<file path="src/rtl/evt_timer_pkg.sv">
package evt_timer_pkg;

  localparam int SLOT_W = 5;

  typedef enum logic [2:0] {
    SEL_NONE,
    SEL_CAP,
    SEL_PERIOD,
    SEL_CFG,
    SEL_STAT,
    SEL_CNT_LO,
    SEL_CNT_HI,
    SEL_CHAN
  } reg_sel_e;

  // word indices (byte offset >> 2) of the global registers
  localparam logic [5:0] W_CAP    = 6'h00;
  localparam logic [5:0] W_PERIOD = 6'h01;
  localparam logic [5:0] W_CFG    = 6'h04;
  localparam logic [5:0] W_STAT   = 6'h08;
  localparam logic [5:0] W_CNT_LO = 6'h3C;
  localparam logic [5:0] W_CNT_HI = 6'h3D;

  // capability word: vendor | legacy-capable | rsvd | size(0=32b) | timers-1 | revision
  function automatic logic [31:0] cap_word(input logic [15:0] vendor,
                                           input logic        leg_cap,
                                           input int          num_timers,
                                           input logic [7:0]  rev);
    logic [4:0] last;
    last = 5'(num_timers - 1);
    return {vendor, leg_cap, 1'b0, 1'b0, last, rev};
  endfunction

  // channel slot number for an offset inside 0x100..0x3ff
  function automatic logic [SLOT_W-1:0] slot_of(input logic [9:0] addr);
    return addr[9:5] - 5'd8;
  endfunction

  // next status bits: W1C clear first, new events win
  function automatic logic [31:0] status_next(input logic [31:0] cur,
                                              input logic [31:0] clr,
                                              input logic [31:0] evt);
    return (cur & ~clr) | evt;
  endfunction

endpackage

</file>
<file path="src/rtl/evt_addr_decode.sv">
module evt_addr_decode
  import evt_timer_pkg::*;
#(
  parameter int NUM_TIMERS = 3
) (
  input  logic [9:0]        addr,
  output reg_sel_e          sel,
  output logic [SLOT_W-1:0] slot,
  output logic [4:0]        slot_off,
  output logic              slot_ok
);

  always_comb begin
    sel = SEL_NONE;
    if (addr[9:8] != 2'b00) begin
      sel = SEL_CHAN;
    end else begin
      case (addr[7:2])
        W_CAP:    sel = SEL_CAP;
        W_PERIOD: sel = SEL_PERIOD;
        W_CFG:    sel = SEL_CFG;
        W_STAT:   sel = SEL_STAT;
        W_CNT_LO: sel = SEL_CNT_LO;
        W_CNT_HI: sel = SEL_CNT_HI;
        default:  sel = SEL_NONE;
      endcase
    end
  end

  assign slot     = slot_of(addr);
  assign slot_off = addr[4:0];
  assign slot_ok  = (sel == SEL_CHAN) && (int'(slot) < NUM_TIMERS);

endmodule

</file>
<file path="src/rtl/evt_main_counter.sv">
module evt_main_counter #(
  parameter int CNT_W = 64
) (
  input  logic             clk,
  input  logic             rst_n,
  input  logic             run,
  input  logic             tick,
  input  logic             wr_lo,
  input  logic             wr_hi,
  input  logic [31:0]      wdata,
  output logic [CNT_W-1:0] cnt
);

  localparam logic [CNT_W-1:0] ONE = CNT_W'(1);

  logic [CNT_W-1:0] cnt_q;
  logic [CNT_W-1:0] lo_repl;
  logic [CNT_W-1:0] hi_repl;
  logic [CNT_W-1:0] cnt_d;

  generate
    if (CNT_W > 32) begin : g_wide
      assign lo_repl = {cnt_q[CNT_W-1:32], wdata};
      assign hi_repl = {wdata[CNT_W-33:0], cnt_q[31:0]};
    end else begin : g_narrow
      assign lo_repl = wdata[CNT_W-1:0];
      assign hi_repl = cnt_q;
    end
  endgenerate

  always_comb begin
    cnt_d = cnt_q;
    if (wr_lo)            cnt_d = lo_repl;
    else if (wr_hi)       cnt_d = hi_repl;
    else if (run && tick) cnt_d = cnt_q + ONE;
  end

  always_ff @(posedge clk) begin
    if (!rst_n) cnt_q <= '0;
    else        cnt_q <= cnt_d;
  end

  assign cnt = cnt_q;

endmodule

</file>
<file path="src/rtl/evt_status_reg.sv">
module evt_status_reg #(
  parameter int N = 3
) (
  input  logic         clk,
  input  logic         rst_n,
  input  logic [N-1:0] evt,
  input  logic         clr_wr,
  input  logic [N-1:0] clr_mask,
  output logic [N-1:0] status
);

  logic [31:0] cur_w, clr_w, evt_w, nxt_w;

  assign cur_w = 32'(status);
  assign clr_w = clr_wr ? 32'(clr_mask) : 32'd0;
  assign evt_w = 32'(evt);
  assign nxt_w = evt_timer_pkg::status_next(cur_w, clr_w, evt_w);

  generate
    for (genvar i = 0; i < N; i++) begin : g_bit
      always_ff @(posedge clk) begin
        if (!rst_n) status[i] <= 1'b0;
        else        status[i] <= nxt_w[i];
      end
    end
  endgenerate

endmodule

</file>
<file path="src/rtl/evt_timer_global.sv">
module evt_timer_global
  import evt_timer_pkg::*;
#(
  parameter int          NUM_TIMERS = 3,
  parameter int          CNT_W      = 64,
  parameter logic [31:0] PERIOD_FS  = 32'd10_000_000,
  parameter logic [15:0] VENDOR     = 16'h8086,
  parameter logic [7:0]  REVISION   = 8'h01,
  parameter logic        LEGACY_CAP = 1'b1
) (
  input  logic                  clk,
  input  logic                  rst_n,
  input  logic                  tick_en,
  input  logic [NUM_TIMERS-1:0] evt_in,
  input  logic                  req_valid,
  input  logic                  req_write,
  input  logic [9:0]            req_addr,
  input  logic [31:0]           req_wdata,
  output logic [31:0]           rd_data,
  output logic                  ch_req,
  output logic                  ch_write,
  output logic [SLOT_W-1:0]     ch_idx,
  output logic [4:0]            ch_reg,
  output logic [31:0]           ch_wdata,
  input  logic [31:0]           ch_rdata,
  output logic                  glb_en,
  output logic                  legacy_en,
  output logic [CNT_W-1:0]      cnt_val,
  output logic [NUM_TIMERS-1:0] irq_status,
  output logic                  cnt_wr_err
);

  localparam logic [31:0] CAP_LO = cap_word(VENDOR, LEGACY_CAP, NUM_TIMERS, REVISION);

  reg_sel_e          sel;
  logic [SLOT_W-1:0] slot;
  logic [4:0]        slot_off;
  logic              slot_ok;

  // named access events, used by the checker
  logic acc_rd, acc_wr;
  logic wr_cfg, wr_stat, wr_cnt_lo, wr_cnt_hi, wr_cnt_any;
  logic [31:0] rd_mux;

  evt_addr_decode #(.NUM_TIMERS(NUM_TIMERS)) u_dec (
    .addr     (req_addr),
    .sel      (sel),
    .slot     (slot),
    .slot_off (slot_off),
    .slot_ok  (slot_ok)
  );

  assign acc_rd     = req_valid && !req_write;
  assign acc_wr     = req_valid &&  req_write;
  assign wr_cfg     = acc_wr && (sel == SEL_CFG);
  assign wr_stat    = acc_wr && (sel == SEL_STAT);
  assign wr_cnt_lo  = acc_wr && (sel == SEL_CNT_LO);
  assign wr_cnt_hi  = acc_wr && (sel == SEL_CNT_HI);
  assign wr_cnt_any = wr_cnt_lo || wr_cnt_hi;

  // general configuration: two writable bits
  always_ff @(posedge clk) begin
    if (!rst_n) begin
      glb_en    <= 1'b0;
      legacy_en <= 1'b0;
    end else if (wr_cfg) begin
      glb_en    <= req_wdata[0];
      legacy_en <= req_wdata[1];
    end
  end

  // sticky: counter written while running
  always_ff @(posedge clk) begin
    if (!rst_n)                   cnt_wr_err <= 1'b0;
    else if (wr_cnt_any && glb_en) cnt_wr_err <= 1'b1;
  end

  evt_main_counter #(.CNT_W(CNT_W)) u_cnt (
    .clk   (clk),
    .rst_n (rst_n),
    .run   (glb_en),
    .tick  (tick_en),
    .wr_lo (wr_cnt_lo),
    .wr_hi (wr_cnt_hi),
    .wdata (req_wdata),
    .cnt   (cnt_val)
  );

  evt_status_reg #(.N(NUM_TIMERS)) u_stat (
    .clk      (clk),
    .rst_n    (rst_n),
    .evt      (evt_in),
    .clr_wr   (wr_stat),
    .clr_mask (req_wdata[NUM_TIMERS-1:0]),
    .status   (irq_status)
  );

  // channel forwarding
  assign ch_req   = req_valid && slot_ok;
  assign ch_write = req_write;
  assign ch_idx   = slot;
  assign ch_reg   = slot_off;
  assign ch_wdata = req_wdata;

  always_comb begin
    case (sel)
      SEL_CAP:    rd_mux = CAP_LO;
      SEL_PERIOD: rd_mux = PERIOD_FS;
      SEL_CFG:    rd_mux = {30'd0, legacy_en, glb_en};
      SEL_STAT:   rd_mux = 32'(irq_status);
      SEL_CNT_LO: rd_mux = cnt_val[31:0];
      SEL_CNT_HI: rd_mux = 32'd0;
      SEL_CHAN:   rd_mux = slot_ok ? ch_rdata : 32'd0;
      default:    rd_mux = 32'd0;
    endcase
  end

  always_ff @(posedge clk) begin
    if (!rst_n)      rd_data <= 32'd0;
    else if (acc_rd) rd_data <= rd_mux;
  end

endmodule

</file>
<file path="config.mk">
export PLATFORM = sky130hd
export DESIGN_NAME = evt_timer_global
export DESIGN_NICKNAME = d
export VERILOG_FILES = /design/src/rtl/evt_timer_pkg.sv /design/src/rtl/evt_addr_decode.sv /design/src/rtl/evt_main_counter.sv /design/src/rtl/evt_status_reg.sv /design/src/rtl/evt_timer_global.sv
export SDC_FILE = /design/constraint.sdc
export NUM_CORES = 1
export LEC_CHECK = 0
export BUFFER_PORTS_ARGS = -buffer_cell sky130_fd_sc_hd__clkbuf_2
export CORE_ASPECT_RATIO = 0.7
export CORE_MARGIN = 2
export CORE_UTILIZATION = 35
export CTS_CLUSTER_DIAMETER = 40
export DETAILED_ROUTE_END_ITERATION = 8
export SLEW_MARGIN = 30
export SYNTH_ARGS = -nofsm -noshare
export SYNTH_HDL_FRONTEND = slang
export SYNTH_SLANG_ARGS = --single-unit
</file>
<file path="constraint.sdc">
create_clock -name clk -period 3.4 [get_ports clk]
set_input_delay 0.51 -clock clk [delete_from_list [all_inputs] [get_ports clk]]
set_output_delay 0.51 -clock clk [all_outputs]
set_load 0.05 [all_outputs]
</file>
==> impl_summary.log <==
INFO  metric maximum_number_of_pins_on_one_net_before_global_route_repair = 41
INFO  metric unrepaired_setup_endpoints_after_global_routing = false
INFO  metric maxCapViolCount = 0
INFO  metric worst_hold_startpoint = evt_in[1]
INFO  metric post_synth_top_flop = sky130_fd_sc_hd__dfxtp_1
INFO  metric synthCells = 824
INFO  metric worstPathCellList = nand4_2, or4_4, nor4_4, nand2_2, or4_1, a31oi_1
INFO  metric antenna_found_initial = 0
INFO  metric die_h = 115 microns
INFO  metric via_count = slightly above 7000
INFO  metric wire_per_inst = 19.3 microns
INFO  metric syn-num-nets = between 900 and 1000
INFO  metric fin_crit_sh = 81.6%
INFO  metric core_area = 17300 sq um
INFO  metric hold_wc_path_type = primary input to flop
INFO  metric final-max-slew-violation-count = 0
INFO  metric worstHoldEndpoint = u_stat.status[1]
INFO  metric p_clk_share = 42.0%
INFO  metric violation_count_after_the_first_detailed_route_iteration = 874
INFO  metric timing.critical_path.required = ~3.7 ns
INFO  metric critical_path.n_buffers_inverters = 0
INFO  metric drtPass1Iterations = 5
INFO  metric mean_syn_cell_area = 7.53 sq um
INFO  metric fin_nets = 1081
INFO  metric globalRouteOverflowTotal = 0
INFO  metric dr_wl_met3 = 2.28 mm
INFO  metric highest-signal-layer = met4
INFO  metric die_w = roughly 160 microns
INFO  metric critical_path_class = flop to flop
INFO  metric drive_gt1_share = between 20 and 30%
INFO  metric crit_path_max_incr_delay = 0.64 ns
INFO  metric hold_buffers = 0
INFO  metric worstReg2RegEnd = u_cnt.cnt[63]
INFO  metric run_status = finished clean
INFO  metric gpl.final_weighted_congestion = approximately 0.9
INFO  metric antenna_cells = 0
INFO  metric synth_largest_type_area_fraction = 32.9%
INFO  metric postCtsResizedCells = 0
INFO  metric met2RoutedLength = 10.1 mm
INFO  metric numCtsBuffers = 9
INFO  metric initial_core_util = 35.9%
INFO  metric finClkSkew = ~0.009 ns
INFO  metric combinational_share_of_power = 12.2%
INFO  metric ant_nets = 0
INFO  metric area_delta_synth_final = 23.7%
INFO  metric cellPowerDensity = 345 nW/um^2
INFO  metric hold_depth = 3
INFO  metric leakage = 2.99 nW
INFO  metric route.detailed.vias_per_inst = 5.76
INFO  metric cts_tree = built
INFO  metric cts.sinks = roughly 100
INFO  metric power.switching = between 700 and 800 uW
INFO  metric std_cell_rows = 40
INFO  metric cts_post_setup_buffers_inserted = 0
INFO  metric finish.utilization = around 44%
INFO  metric post_synth_edffs = 0
INFO  metric ios = 228
INFO  metric ff_to_ff_setup_slack = 0.63 ns
INFO  metric final_setup_viols = 0
INFO  metric cts.htree.levels = 3
INFO  metric final-hold-violation-count = 0
INFO  metric period_needed = between 2 and 3 ns
INFO  metric die_area = ~19000 sq um
INFO  metric clk_latency = 0.36 ns
INFO  metric setup-tns-final = 0 ns
INFO  metric global_route_wire_length_before_repair = around 36 mm
INFO  metric r2r-start = u_cnt.cnt[13]
INFO  metric crit_slowest_cell = sky130_fd_sc_hd__or4_4
INFO  metric async_reset_ff_share = 0%
INFO  metric clk_path_buf_depth = 2
INFO  metric depth_of_the_most_critical_reg_to_reg_path = 6
INFO  metric dpl.hpwl = between 15 and 20 mm
INFO  metric wl_met1 = 11.2 mm
INFO  metric critPathMaxFanout = 11
INFO  metric grt_pass1_vias = about 6300
INFO  metric synth.ff_latch_count = 102
INFO  metric synthesis.yosys.warnings = 0
INFO  metric worst_ep_arrival_time = approximately 3 ns
INFO  metric portion_of_the_post_synthesis_area_used_by_sequential_elements = about a third
INFO  metric clock_input_transition_at_the_sequential_cells_of_the_worst_setup_and_hold_paths = 0.08 ns
INFO  metric p_int = 1.88 mW
INFO  metric drc = 0
INFO  metric timing.critical_path.to_type = flop
INFO  metric syn-cell-area = approximately 6200 sq um
INFO  metric cpLargestDelayFamily = simple AND/OR/NAND/NOR gates
INFO  metric slew_headroom = a little under half
INFO  metric timing_worst_slew_pin_value = 0.792 ns
INFO  metric synth_cell_types = 66
INFO  metric worst_ir_drop_vdd = 0.227 mV
INFO  metric synth_top_area_cell = sky130_fd_sc_hd__dfxtp_1
INFO  metric power.switching_fraction = about 29%
INFO  metric number_of_buffers_inserted_by_port_buffering = between 200 and 250
INFO  metric fmax = 0.360 GHz
INFO  metric seqPwrFrac = 45.7%
INFO  metric worst_setup_path_start_kind = flop
INFO  metric hold_slack = 0.395 ns
INFO  metric grtUsageTotal = 24.9%
INFO  metric detail_route.wirelength = about 24 mm
INFO  metric synth_top_cells_by_area = sky130_fd_sc_hd__dfxtp_1 (33%), sky130_fd_sc_hd__o21ai_0 (7.5%), sky130_fd_sc_hd__nand2_1 (6.3%), sky130_fd_sc_hd__buf_4 (5.0%), sky130_fd_sc_hd__a21oi_1 (4.1%)
INFO  metric cts_root_buf = sky130_fd_sc_hd__clkbuf_16
## synthesized netlist by cell type (all sizes together), types with 2 or more instances
| cell type | instances |
|---|---|
| nand4 | 26 |
| xnor2 | 16 |
| and4 | 7 |
| nor4 | 16 |
| nor3 | 22 |
| a31oi | 35 |
| clkbuf | 46 |
| xor2 | 8 |
| a21oi | 52 |
| a41oi | 4 |
| o22ai | 5 |
| or3 | 6 |
| dfxtp | 102 |
| buf | 50 |
| a22o | 4 |
| ha | 3 |
| a2bb2oi | 3 |
| nor2 | 50 |
| o211a | 7 |
| o21ai | 93 |
| o221a | 4 |
| nand2b | 6 |
| mux2i | 2 |
| a211oi | 3 |
| nand4b | 5 |
| a221oi | 12 |
| o31ai | 3 |
| inv | 12 |
| or4 | 11 |
| o41ai | 3 |
| a21o | 4 |
| nand3 | 31 |
| a22oi | 24 |
| nand2 | 107 |
| and2 | 12 |
| and3 | 14 |
## stage by stage
stage               area [sq um]  worst slack (ns)  cells  total power, mW
floorplan                   6210            0.0647    824             1.47
global placement            7360             0.543   1216             1.56
detailed placement          7360             0.454   1216             1.56
CTS                         7680             0.662   1232             2.67
global route                7680             0.492   1232             2.72
finish                      7680             0.625   1232             2.65
## cell families (layout without fill, tap and decap cells)
group | Yosys count | in the layout | synth area share (%)
mux | 3 | 3 | 0.504
flops | 102 | 102 | 32.9
simple gates | 316 | 316 | 25.9
xor+xnor | 24 | 24 | 3.39
buf+inv | 108 | 285 | 9.29
compound gates | 268 | 268 | 27.4
fa+ha+maj | 3 | 3 | 0.605
## worst reg2reg max path: cells and delay by family (launching register included)
kind / cells / cell delay [ns]
AO/OA/AOI/OAI: 1 / 0.16
AND/OR/NAND/NOR: 5 / 2.03
flip-flops: 1 / 0.53
## power by group through the flow
stage / Sequential (mW) / Clock (mW) / Combinational [mW]
after global routing: 1.21 / 1.17 / 0.343
after global placement: 1.24 / 0 / 0.324
after CTS: 1.21 / 1.13 / 0.325
after detailed placement: 1.24 / 0 / 0.324
final: 1.21 / 1.11 / 0.324
after floorplan: 1.27 / 0 / 0.207
## registers in the layout (all words and copies together) (netlist names)
| name | flops |
|---|---|
| rd_data | 32 |
| u_stat.status | 3 |
| legacy_en | 1 |
| cnt_wr_err | 1 |
| u_cnt.cnt | 64 |
| glb_en | 1 |
## cells in the final DEF, fill, tap and decap left out, drive strengths merged, types with 14 or more instances in the layout
master | synthesis | final
nand3 | 31 | 31
o21ai | 93 | 93
xnor2 | 16 | 16
dfxtp | 102 | 102
and3 | 14 | 14
buf | 50 | 34
nor3 | 22 | 22
clkbuf | 46 | 232
nand4 | 26 | 26
a22oi | 24 | 24
a31oi | 35 | 35
nor2 | 50 | 50
nor4 | 16 | 16
a21oi | 52 | 52
inv | 12 | 16
nand2 | 107 | 107
## worst max path at each step
stage	slack (ns)	cells past startpoint	startpoint	endpoint
after floorplan	0.06	6	req_addr[8]	ch_req
after global placement	0.54	7	req_addr[7]	u_cnt.cnt[62]
after detailed placement	0.45	7	req_addr[7]	u_cnt.cnt[62]
after CTS	0.66	6	u_cnt.cnt[13]	u_cnt.cnt[63]
after global routing	0.49	6	u_cnt.cnt[13]	u_cnt.cnt[37]
final	0.63	6	u_cnt.cnt[13]	u_cnt.cnt[63]
## layer usage
| metal | global-route usage, % | vias up |
|---|---|---|
| li1 | - | 3383 |
| met1 | 37.5 | 3324 |
| met2 | 36.5 | 379 |
| met3 | 5.26 | 15 |
| met4 | 5.37 | 0 |
| met5 | 0 | - |
## final cells by class
class / count / area (sq um)
fill: 1855 / 9590
tap: 231 / 289
clock buffer: 9 / 225
clock inverter: 7 / 88.8
timing repair buffer: 257 / 1380
sequential: 102 / 2040
multi-input combinational: 614 / 3600
inverter: 12 / 45.0
Power figures use the tool's default switching activity.
